File: config.mk
export PLATFORM = sky130hd
export DESIGN_NAME = path_setup_ctl
export DESIGN_NICKNAME = d
export VERILOG_FILES = /design/src/rtl/path_setup_ctl.sv
export SDC_FILE = /design/constraint.sdc
export NUM_CORES = 1
export LEC_CHECK = 0
export BUFFER_PORTS_ARGS = -buffer_cell sky130_fd_sc_hd__buf_2
export CORE_MARGIN = 2
export CORE_UTILIZATION = 49
export CTS_CLUSTER_DIAMETER = 30
export DETAILED_ROUTE_END_ITERATION = 10
export PLACE_DENSITY_LB_ADDON = 0.05
export RECOVER_POWER = 100
export SYNTH_ARGS = -nofsm -noshare
export SYNTH_HDL_FRONTEND = slang
export SYNTH_SLANG_ARGS = --single-unit
File: constraint.sdc
create_clock -name clk -period 6.5 [get_ports clk]
set_input_delay 0 -clock clk [delete_from_list [all_inputs] [get_ports clk]]
set_output_delay 0 -clock clk [all_outputs]
set_load 0.01 [all_outputs]
File: src/rtl/path_setup_ctl.sv
module path_setup_ctl #(
  parameter int CRD_W    = 4,
  parameter int LEN_W    = 16,
  parameter int ACK_WAIT = 256,
  parameter int FLIT_W   = 32
) (
  input  logic              clk,
  input  logic              rst_n,
  input  logic [CRD_W-1:0]  my_x,
  input  logic [CRD_W-1:0]  my_y,
  input  logic [CRD_W-1:0]  my_z,
  input  logic              req_valid,
  output logic              req_ready,
  input  logic [CRD_W-1:0]  req_dx,
  input  logic [CRD_W-1:0]  req_dy,
  input  logic [CRD_W-1:0]  req_dz,
  input  logic [LEN_W-1:0]  req_len,
  output logic              tx_flit_valid,
  input  logic              tx_flit_ready,
  output logic [FLIT_W-1:0] tx_flit,
  input  logic              ack_in,
  output logic              stream_en,
  output logic              stream_done,
  output logic              timeout_err,
  input  logic              rx_flit_valid,
  output logic              rx_flit_ready,
  input  logic [FLIT_W-1:0] rx_flit,
  output logic              ack_out
);
  localparam int ADDR_W = 3 * CRD_W;
  localparam int DST_LO = FLIT_W - 2 - ADDR_W;
  localparam int SRC_LO = DST_LO - ADDR_W;
  localparam int WT_W   = $clog2(ACK_WAIT + 1);
  localparam logic [1:0] K_CFG = 2'b00;
  localparam logic [1:0] K_REL = 2'b01;

  typedef enum logic [2:0] {S_IDLE, S_CFG, S_WAIT, S_STRM, S_REL} st_t;

  st_t               st;
  logic [ADDR_W-1:0] dst;
  logic [LEN_W-1:0]  left;
  logic [WT_W-1:0]   wcnt;
  logic              aborted;
  logic              err_q;
  logic              ack_q;

  wire               tx_take  = tx_flit_valid && tx_flit_ready;
  wire [ADDR_W-1:0]  self_adr = {my_x, my_y, my_z};
  wire               rx_hit   = rx_flit_valid && rx_flit[FLIT_W-1 -: 2] == K_CFG
                                && rx_flit[DST_LO +: ADDR_W] == self_adr;

  assign req_ready     = st == S_IDLE;
  assign tx_flit_valid = st == S_CFG || st == S_REL;
  assign tx_flit       = {(st == S_REL) ? K_REL : K_CFG, dst, self_adr, {SRC_LO{1'b0}}};
  assign stream_en     = st == S_STRM;
  assign stream_done   = stream_en && left == LEN_W'(1);
  assign timeout_err   = err_q;
  assign rx_flit_ready = 1'b1;
  assign ack_out       = ack_q;

  always_ff @(posedge clk) begin
    if (!rst_n) begin
      st      <= S_IDLE;
      dst     <= '0;
      left    <= '0;
      wcnt    <= '0;
      aborted <= 1'b0;
      err_q   <= 1'b0;
      ack_q   <= 1'b0;
    end else begin
      err_q <= 1'b0;
      ack_q <= rx_hit;
      unique case (st)
        S_IDLE: if (req_valid) begin
          dst  <= {req_dx, req_dy, req_dz};
          left <= req_len;
          st   <= S_CFG;
        end
        S_CFG: if (tx_take) begin
          wcnt <= '0;
          st   <= S_WAIT;
        end
        S_WAIT: begin
          if (ack_in) begin
            aborted <= 1'b0;
            st      <= (left == '0) ? S_REL : S_STRM;
          end else if (wcnt == WT_W'(ACK_WAIT - 1)) begin
            aborted <= 1'b1;
            st      <= S_REL;
          end else begin
            wcnt <= wcnt + 1'b1;
          end
        end
        S_STRM: begin
          if (left == LEN_W'(1)) st <= S_REL;
          left <= left - 1'b1;
        end
        S_REL: if (tx_take) begin
          err_q <= aborted;
          st    <= S_IDLE;
        end
        default: st <= S_IDLE;
      endcase
    end
  end
endmodule

==> summary.txt, run 1 <==
Floorplanning
  – Die width: 76.3 um
  – Initial core utilization: 0.505
  – Die footprint: 5830 um^2
  – Die height: 76.3 um
  – # rows: 26
  – Core Footprint: 5070 um^2
  – # IOs: 117

Placement
  – Port Buffers: 90
  – HPWL after DPL: 4.55 mm
  – GPL Wtd Cong: 0.837
  – Placed Cells: 442

Cells and area
  – NumNets Final: 489
  – Diode count: 0
  – Final std cells w/o fill: 477
  – Area Growth Syn to Fin: 25.5%
  – Final Util: 0.634
  – Fill cells: 494
  – Share of layout cells above drive strength 1: 0.174

STA
  – RSZ-0062 raised after global routing: no
  – Final Hold Viols: 0
  – Fmax: 380 MHz
  – Fin crit share: 0.405
  – Clock skew: 0.00556 ns
  – Worst slew pin tran: 0.954 ns
  – Hold WS: 0.0346 ns
  – Max transition margin: 0.364
  – Final setup violation count: 0
  – Max-slew violation total from the final report: 0
  – Fin Setup TNS: 0 ns
  – Min Clock Period, post-route: 2.63 ns

Pwr
  – Clock Power Share: 0.260
  – Pwr/cell area: 299 nW/um^2
  – Leakage Power: 0.00122 uW
  – Sw Ratio: 0.379
  – Total power: 964 uW
  – Flop pwr share: 0.378
  – Max VDD drop: 0.000183 V
  – Comb power frac: 0.362
  – P_int: 598 uW
  – Net switching power: 366 uW

Clock tree
  – Post-cts gate resize count: 0
  – Worst-Skew Late Latency: 0.29 ns
  – Clock root buffer master: clkbuf_8
  – Num CTS Buffers: 5
  – CTS sink cnt: 43
  – CTS tree: built
  – Hold_buf cts: 27
  – CTS H-Tree Depth: 2
  – Post CTS Setup Buffer Count: 0
  – Max clock buf depth: 2
  – Worst-path clk slew: 0.09 ns

Synthesis
  – EDFF count, synth: 0
  – Seq/Total Area, Yosys: 0.336
  – Synth Cell Area: 2560 um^2
  – YS warnings: 0
  – Yosys cell types: 56
  – Ys async rst share: 0
  – Mean Syn Cell Area: 8.19 um^2
  – Synth Register Bits: 43
  – Post-synth top flop: dfxtp_1
  – Cells after Synth: 313

Worst setup path
  – CP Class: reg -> reg
  – Crit-path max cell delay: 0.74 ns
  – WP data required: 6.71 ns
  – Crit start category: flop
  – Worst path slowest cell: dfxtp_1
  – CP arrival: 2.84 ns
  – R2r worst-path depth: 5
  – CP Capture Type: flop
  – Critical path fanouts, max: 18
  – Crit path cell chain: nand3b_1 > inv_1 > nand2_1 > or4_1 > a31oi_1

Routing
  – ANT nets after route: 0
  – Vias: 2,572
  – DRC: 0
  – First-iteration detailed-routing DRC count: 102
  – WL/cell: 13.9 um
  – Post-DR vias/cell: 5.39
  – Pre-Repair DR Iteration Count: 4
  – Final WL: 6.64 mm

Outcome
  – Status: complete, no violations

Global route
  – Gr usage total: 0.233
  – Grt ovf: 0
  – Global-route wire length before repair: 11.4 mm
  – Vias in the first global route: 2,502
  – Largest net degree at the start of global routing: 31
  – Initial antenna violation count: 0

Hold path
  – Hold Path Depth: 3
  – Worst hold path class: in -> reg

Run
  – # Max-Cap Violations: 0
==> flip-flops by register name, summed over array words and instances, names as in the netlist <==
name,cells
st,3
left,16
wcnt,9
timeout_err,1
dst,12
aborted,1
ack_out,1
==> synth_stat cells, drive strengths merged, types with 4 or more instances <==
master	instances	area [um^2]
xnor2	19	166
o211ai	6	45.0
buf	24	181
dfxtp	43	861
nand4	6	37.5
ha	5	62.6
inv	10	37.5
or3	4	25.0
nand2	42	158
or4	7	56.3
nor3	4	20.0
nor2	26	97.6
a31oi	10	62.6
nor4	4	31.3
o311ai	5	43.8
clkbuf	14	53.8
nand3	9	45.0
a21oi	21	105
a2111oi	4	85.1
o21ai	6	30.0
==> routing by layer <==
layer / part of all wire / vias to the layer above / global-route usage
met5: 0 / - / 0
met4: 0.0098 / 0 / 0.0582
met3: 0.047 / 7 / 0.0462
met2: 0.49 / 78 / 0.406
met1: 0.45 / 1206 / 0.296
li1: - / 1281 / -
==> logic make-up (layout without fill, tap and decap cells) <==
kind of cell | after synthesis | after routing | synth area share
buffers and inverters | 48 | 136 | 0.106
other | 2 | 8 | 0.00293
adders and majority gates | 5 | 5 | 0.0244
muxes | 2 | 2 | 0.00781
xor gates and xnor gates | 19 | 19 | 0.0649
AOI/OAI and AO/OA | 73 | 73 | 0.214
DFF | 43 | 43 | 0.336
and+or+nand+nor | 121 | 121 | 0.244
==> layout by cell type (no fill, tap or decap), drive strengths merged, types with 10 or more instances in the layout <==
master        n
xnor2        19
dfxtp        43
a31oi        10
dlygate4sd3  27
buf          59
inv          10
clkbuf       37
nand2        42
nor2         26
a21oi        21
==> power by group through the flow <==
stage / logic [uW] / registers (uW) / clock network [uW]
6_report: 349 / 364 / 250
5_1_grt: 389 / 375 / 268
4_1_cts: 357 / 365 / 255
3_5_place_dp: 345 / 370 / 0
3_3_place_gp: 341 / 369 / 0
2_1_floorplan: 275 / 343 / 0
==> per-stage QoR <==
| stage | setup slack [ns] | area, um^2 |
|---|---|---|
| global placement | 4.07 | 2910 |
| CTS | 4.02 | 3310 |
| detailed placement | 4.05 | 2910 |
| floorplan | 4.35 | 2590 |
| global route | 3.63 | 3220 |
| finish | 3.87 | 3220 |
==> layout make-up <==
cell class | instances | area, um^2 | area share
inverter | 10 | 37.5 | 0.0117
timing repair buffer | 118 | 688 | 0.214
sequential | 43 | 861 | 0.267
multi-input combinational | 228 | 1410 | 0.437
clock buffer | 5 | 68.8 | 0.0214
clock inverter | 3 | 67.6 | 0.0210
tap | 70 | 87.6 | 0.0272
==> worst max-delay path, delay by kind of cell (launching register included) <==
family,cells,cell delay [ns]
AOI/OAI and AO/OA,1,0.18
DFF,1,0.74
buffers and inverters,1,0.47
and+or+nand+nor,3,1.15
==> worst paths after layout <==
check / start / to / slack, ns
min: req_len[15] / left[15] / 0.03
max: st[0] / left[6] / 3.87
max reg2reg: st[0] / left[6] / 3.87
min reg2reg: dst[9] / dst[9] / 0.46
Note: power is estimated with default switching activity, not from simulation.
==> inputs of run 2 (changes only) <==
--- a/config.mk
+++ b/config.mk
@@ -7,7 +7,7 @@
 export LEC_CHECK = 0
 export BUFFER_PORTS_ARGS = -buffer_cell sky130_fd_sc_hd__buf_2
 export CORE_MARGIN = 2
-export CORE_UTILIZATION = 49
+export CORE_UTILIZATION = 47
 export CTS_CLUSTER_DIAMETER = 30
 export DETAILED_ROUTE_END_ITERATION = 10
 export PLACE_DENSITY_LB_ADDON = 0.05
==> constraint.sdc (replaced) <==
create_clock -name clk -period 2.6 [get_ports clk]
set_input_delay 0 -clock clk [delete_from_list [all_inputs] [get_ports clk]]
set_output_delay 0 -clock clk [all_outputs]
set_load 0.01 [all_outputs]
==> summary.txt, run 2 (same netlist as run 1, synthesis figures left out) <==
Outcome
  – Status: complete, no violations

Hold path
  – Worst hold path class: in -> reg

STA
  – Final Hold Viols: 0 (unchanged)
  – Clock skew: 0.00725 ns (+0.00169 ns)
  – Fin Setup TNS: 0 ns (unchanged)
  – Fmax: 418 MHz (+10%)
  – Max transition margin: 0.482 (+0.119)
  – Hold WS: 0.0183 ns (-0.0162 ns)
  – Worst slew pin tran: 0.776 ns (-0.177 ns)
  – RSZ-0062 raised after global routing: no
  – Max-slew violation total from the final report: 0 (unchanged)
  – Min Clock Period, post-route: 2.39 ns (-0.238 ns)
  – Fin crit share: 0.921 (+0.516)
  – Final setup violation count: 0 (unchanged)

Cells and area
  – Max reg flops: 16 (unchanged)
  – Most frequent cells in the layout: 60 x buf_2, 43 x dfxtp_1, 42 x nand2_1
  – Share of layout cells above drive strength 1: 0.189 (+0.0149)
  – Largest reg by FF count: left
  – Commonest non-fill, non-tap cell in the layout: buf_2
  – Design area: 3240 um^2 (+0.66%)
  – Area Growth Syn to Fin: 26.4%
  – Diode count: 0 (unchanged)
  – Largest regs: left x16, dst x12, wcnt x9
  – NumNets Final: 494 (+1.0%)

Clock tree
  – Clock root buffer master: clkbuf_8
  – CTS sink cnt: 43 (unchanged)
  – Worst-path clk slew: 0.08 ns (about the same)
  – Max clock buf depth: 2 (unchanged)
  – CTS H-Tree Depth: 2 (unchanged)
  – Post CTS Setup Buffer Count: 0 (unchanged)
  – Worst-Skew Late Latency: 0.29 ns (about the same)
  – Num CTS Buffers: 5 (unchanged)
  – CTS tree: built
  – Hold_buf cts: 25 (-7.4%)
  – Post-cts gate resize count: 0 (unchanged)

Floorplanning
  – Die height: 77.9 um (+2.0%)
  – Initial core utilization: 0.496 (-0.00953)
  – Die footprint: 6060 um^2 (+4.0%)
  – Core Footprint: 5170 um^2 (+1.9%)
  – # rows: 26 (unchanged)
  – # IOs: 117 (unchanged)
  – Die width: 77.9 um (+2.0%)

Worst setup path
  – WP data required: 2.78 ns (-3.93 ns)
  – Crit start category: flop
  – Worst path slowest cell: or4b_1
  – Worst path buffer plus inverter count: 0 (-1)
  – Top Family by Delay on Critical Path: simple AND/OR/NAND/NOR gates
  – Crit path cell chain: ha_1 > nand3_1 > nor2_1 > ha_1 > or4b_1 > a2111oi_1 > xnor2_1 > nor2_1
  – CP Capture Type: flop
  – Crit-path max cell delay: 0.64 ns (-0.10 ns)
  – CP Class: reg -> reg
  – CP arrival: 2.57 ns (-0.27 ns)
  – Critical path fanouts, max: 7 (-11)

Pwr
  – Total power: 2410 uW (+150%)
  – Max VDD drop: 0.000525 V (+190%)
  – Leakage Power: 0.00124 uW (+1.3%)
  – Pwr/cell area: 743 nW/um^2 (+150%)

Global route
  – Initial antenna violation count: 0 (unchanged)
  – Global-route wire length before repair: 11.1 mm (-2.6%)
  – Gr usage total: 0.222 (-0.0114)
  – Grt ovf: 0 (unchanged)
  – Largest net degree at the start of global routing: 30 (-3.2%)
  – Vias in the first global route: 2,365 (-5.5%)

Placement
  – Port Buffers: 90 (unchanged)
  – HPWL after DPL: 4.60 mm (+1.1%)
  – GPL Wtd Cong: 0.806 (-3.7%)
  – Placed inst area: 2960 um^2 (+1.8%)

Routing
  – Pre-Repair DR Iteration Count: 4 (unchanged)
  – DRC: 0 (unchanged)
  – WL/cell: 13.8 um (-0.62%)
  – Final WL: 6.67 mm (+0.42%)
  – Vias: 2,594 (+0.86%)
  – ANT nets after route: 0 (unchanged)
  – First-iteration detailed-routing DRC count: 181 (+77%)
  – Post-DR vias/cell: 5.38 (-0.19%)

Run
  – # Max-Cap Violations: 0 (unchanged)
-- run 2: area by class of cell --
| type | count | area [um^2] |
|---|---|---|
| timing repair buffer | 123 | 709 |
| inverter | 10 | 37.5 |
| tap | 70 | 87.6 |
| clock inverter | 2 | 60.1 |
| sequential | 43 | 861 |
| clock buffer | 6 | 72.6 |
| multi-input combinational | 228 | 1410 |
| fill | 467 | 1930 |
-- run 2: worst paths after layout --
| path | start | to | slack, ns | depth (start not counted) |
|---|---|---|---|---|
| max reg2reg | wcnt[0] | wcnt[5] | 0.21 | 8 |
| max | wcnt[0] | wcnt[5] | 0.21 | 8 |
| min | req_len[12] | left[12] | 0.02 | 3 |
| min reg2reg | dst[0] | dst[0] | 0.46 | 2 |
-- run 2: stage by stage --
stage	std cells	setup WS, ns	util
after floorplan	319	0.449	-
after global placement	449	0.214	0.572
after detailed placement	449	0.201	0.572
after CTS	482	0.180	0.646
after global routing	482	0.0399	0.626
final	482	0.206	0.626
-- run 2: where the power goes --
group	internal, uW	switching, uW
clock network	384	232
registers	764	111
logic	356	562
-- run 2: worst min-delay path, stage by stage --
cell and delay, ns:
buf_2 0.08, a22oi_1 0.06, a31oi_1 0.13
-- run 2: metal layers --
| metal | vias to the layer above | global-route usage | part of all wire |
|---|---|---|---|
| met5 | - | 0 | 0 |
| met4 | 0 | 0.0482 | 0.0070 |
| met3 | 7 | 0.0500 | 0.070 |
| met2 | 100 | 0.343 | 0.46 |
| met1 | 1182 | 0.314 | 0.46 |
| li1 | 1305 | - | - |
==> inputs of run 3 (changes only) <==
--- a/config.mk
+++ b/config.mk
@@ -6,8 +6,9 @@
 export NUM_CORES = 1
 export LEC_CHECK = 0
 export BUFFER_PORTS_ARGS = -buffer_cell sky130_fd_sc_hd__buf_2
+export CAP_MARGIN = 20
 export CORE_MARGIN = 2
-export CORE_UTILIZATION = 47
+export CORE_UTILIZATION = 40
 export CTS_CLUSTER_DIAMETER = 30
 export DETAILED_ROUTE_END_ITERATION = 10
 export PLACE_DENSITY_LB_ADDON = 0.05
==> summary.txt, run 3 (same netlist as run 1, synthesis figures left out) <==
Floorplanning
  – Die width: 84.1 um (+8.0%)
  – Die footprint: 7070 um^2 (+17%)
  – Core Footprint: 6280 um^2 (+21%)
  – # IOs: 117 (unchanged)
  – Die height: 84.1 um (+8.0%)
  – Initial core utilization: 0.408 (-0.0872)
  – # rows: 29 (+12%)

Routing
  – Vias: 2,517 (-3.0%)
  – First-iteration detailed-routing DRC count: 111 (-39%)
  – WL/cell: 13.7 um (-1.0%)
  – Final WL: 6.70 mm (+0.40%)
  – DRC: 0 (unchanged)
  – Post-DR vias/cell: 5.15 (-4.4%)
  – Pre-Repair DR Iteration Count: 4 (unchanged)
  – ANT nets after route: 0 (unchanged)

Clock tree
  – Worst-Skew Late Latency: 0.29 ns (about the same)
  – Clock root buffer master: clkbuf_8
  – Num CTS Buffers: 5 (unchanged)
  – Hold_buf cts: 24 (-4.0%)
  – Post CTS Setup Buffer Count: 0 (unchanged)
  – Post-cts gate resize count: 0 (unchanged)
  – Max clock buf depth: 2 (unchanged)
  – CTS H-Tree Depth: 2 (unchanged)
  – Worst-path clk slew: 0.09 ns (about the same)
  – CTS tree: built
  – CTS sink cnt: 43 (unchanged)

STA
  – Min Clock Period, post-route: 2.38 ns (-0.0153 ns)
  – Fin Setup TNS: 0 ns (unchanged)
  – Final Hold Viols: 0 (unchanged)
  – Final setup violation count: 0 (unchanged)
  – Fin crit share: 0.915 (-0.00588)
  – Max-slew violation total from the final report: 0 (unchanged)
  – Worst slew pin tran: 0.775 ns (-0.00145 ns)
  – Max transition margin: 0.483 (+0.000967)
  – Fmax: 420 MHz (+0.64%)
  – RSZ-0062 raised after global routing: no
  – Clock skew: 0.00368 ns (-0.00357 ns)

Outcome
  – Status: complete, no violations

Pwr
  – Pwr/cell area: 724 nW/um^2 (-2.6%)
  – Total power: 2340 uW (-3.0%)
  – Leakage Power: 0.00124 uW (-0.29%)
  – Max VDD drop: 0.000485 V (-7.6%)

Worst setup path
  – CP Capture Type: flop
  – Crit start category: flop
  – Crit path cell chain: ha_1 > nand3_1 > nor2_1 > ha_1 > or4b_1 > a2111oi_1 > xnor2_1 > nor2_1
  – CP Class: reg -> reg
  – Critical path fanouts, max: 7 (unchanged)
  – Crit-path max cell delay: 0.63 ns (about the same)
  – Reg2Reg Setup Slack: 0.22 ns (+0.02 ns)
  – WP data required: 2.79 ns (about the same)
  – CP arrival: 2.56 ns (about the same)
  – Worst path slowest cell: or4b_1

Cells and area
  – Largest reg by FF count: left
  – Commonest non-fill, non-tap cell in the layout: buf_2
  – Area Growth Syn to Fin: 25.9%
  – Most frequent cells in the layout: 61 x buf_2, 43 x dfxtp_1, 42 x nand2_1
  – Diode count: 0 (unchanged)
  – Largest regs: left x16, dst x12, wcnt x9
  – NumNets Final: 494 (unchanged)
  – Fill cells: 649 (+39%)
  – Share of layout cells above drive strength 1: 0.197 (+0.00728)
  – FF+latch area: 861 um^2 (unchanged)
  – Area of the multi-input gates: 1410 um^2 (unchanged)
  – Final Util: 0.514 (-0.112)
  – Max reg flops: 16 (unchanged)

Global route
  – Gr usage total: 0.192 (-0.0301)
  – Grt ovf: 0 (unchanged)
  – Global-route wire length before repair: 11.4 mm (+2.4%)
  – Vias in the first global route: 2,376 (+0.47%)
  – Initial antenna violation count: 0 (unchanged)
  – Largest net degree at the start of global routing: 28 (-6.7%)

Placement
  – HPWL after DPL: 4.72 mm (+2.6%)
  – GPL Wtd Cong: 0.758 (-5.9%)
  – Port Buffers: 90 (unchanged)

Run
  – # Max-Cap Violations: 0 (unchanged)

Hold path
  – Worst hold path class: in -> reg
[run 3: cell types whose count changed in the layout (fill, tap and decap cells not counted), sizes merged]
cell | previous run | this run
clkbuf | 40 | 38
bufinv | 2 | 1
buf | 64 | 66
dlygate4sd3 | 25 | 24
clkinv | 0 | 2
[run 3: power breakdown]
group          total [uW]  switching [uW]  internal [uW]
Sequential            883             120            764
Clock                 531             245            286
Combinational         922             562            360
[run 3: per-layer routing]
layer | share of wire | GRT usage
met1 | 0.49 | 0.275
met2 | 0.45 | 0.301
met3 | 0.055 | 0.0406
met4 | 0.0051 | 0.0308
met5 | 0 | 0
[run 3: per-stage QoR]
step                instances  instance area, um^2  worst slack, ns  hold WS, ns
floorplan                 319                 2590            0.449       0.0918
detailed placement        457                 2970            0.200        0.210
global route              489                 3230           0.0557      0.00347
global placement          457                 2970            0.203        0.211
CTS                       489                 3330            0.181      0.00233
finish                    489                 3230            0.221      0.00712
[run 3: final timing paths]
kind | start | end | cells past startpoint
max | wcnt[0] | wcnt[5] | 8
min | req_len[12] | left[12] | 3
max reg2reg | wcnt[0] | wcnt[5] | 8
min reg2reg | dst[3] | dst[3] | 2
[run 3: final cells by class]
class,count,area share
Clock inverter,3,0.0136
Sequential cell,43,0.267
Multi-Input combinational cell,228,0.437
Inverter,10,0.0116
Clock buffer,5,0.0213
Tap cell,77,0.0299
Timing Repair Buffer,123,0.219
[run 3: worst max-delay path: cells and delay by family (launching register included)]
kind | cells | cell delay (ns)
flip-flops | 1 | 0.35
adder cells (fa/ha/maj) | 2 | 0.43
XOR/XNOR | 1 | 0.17
AND/OR/NAND/NOR | 4 | 0.81
AO/OA/AOI/OAI | 1 | 0.52
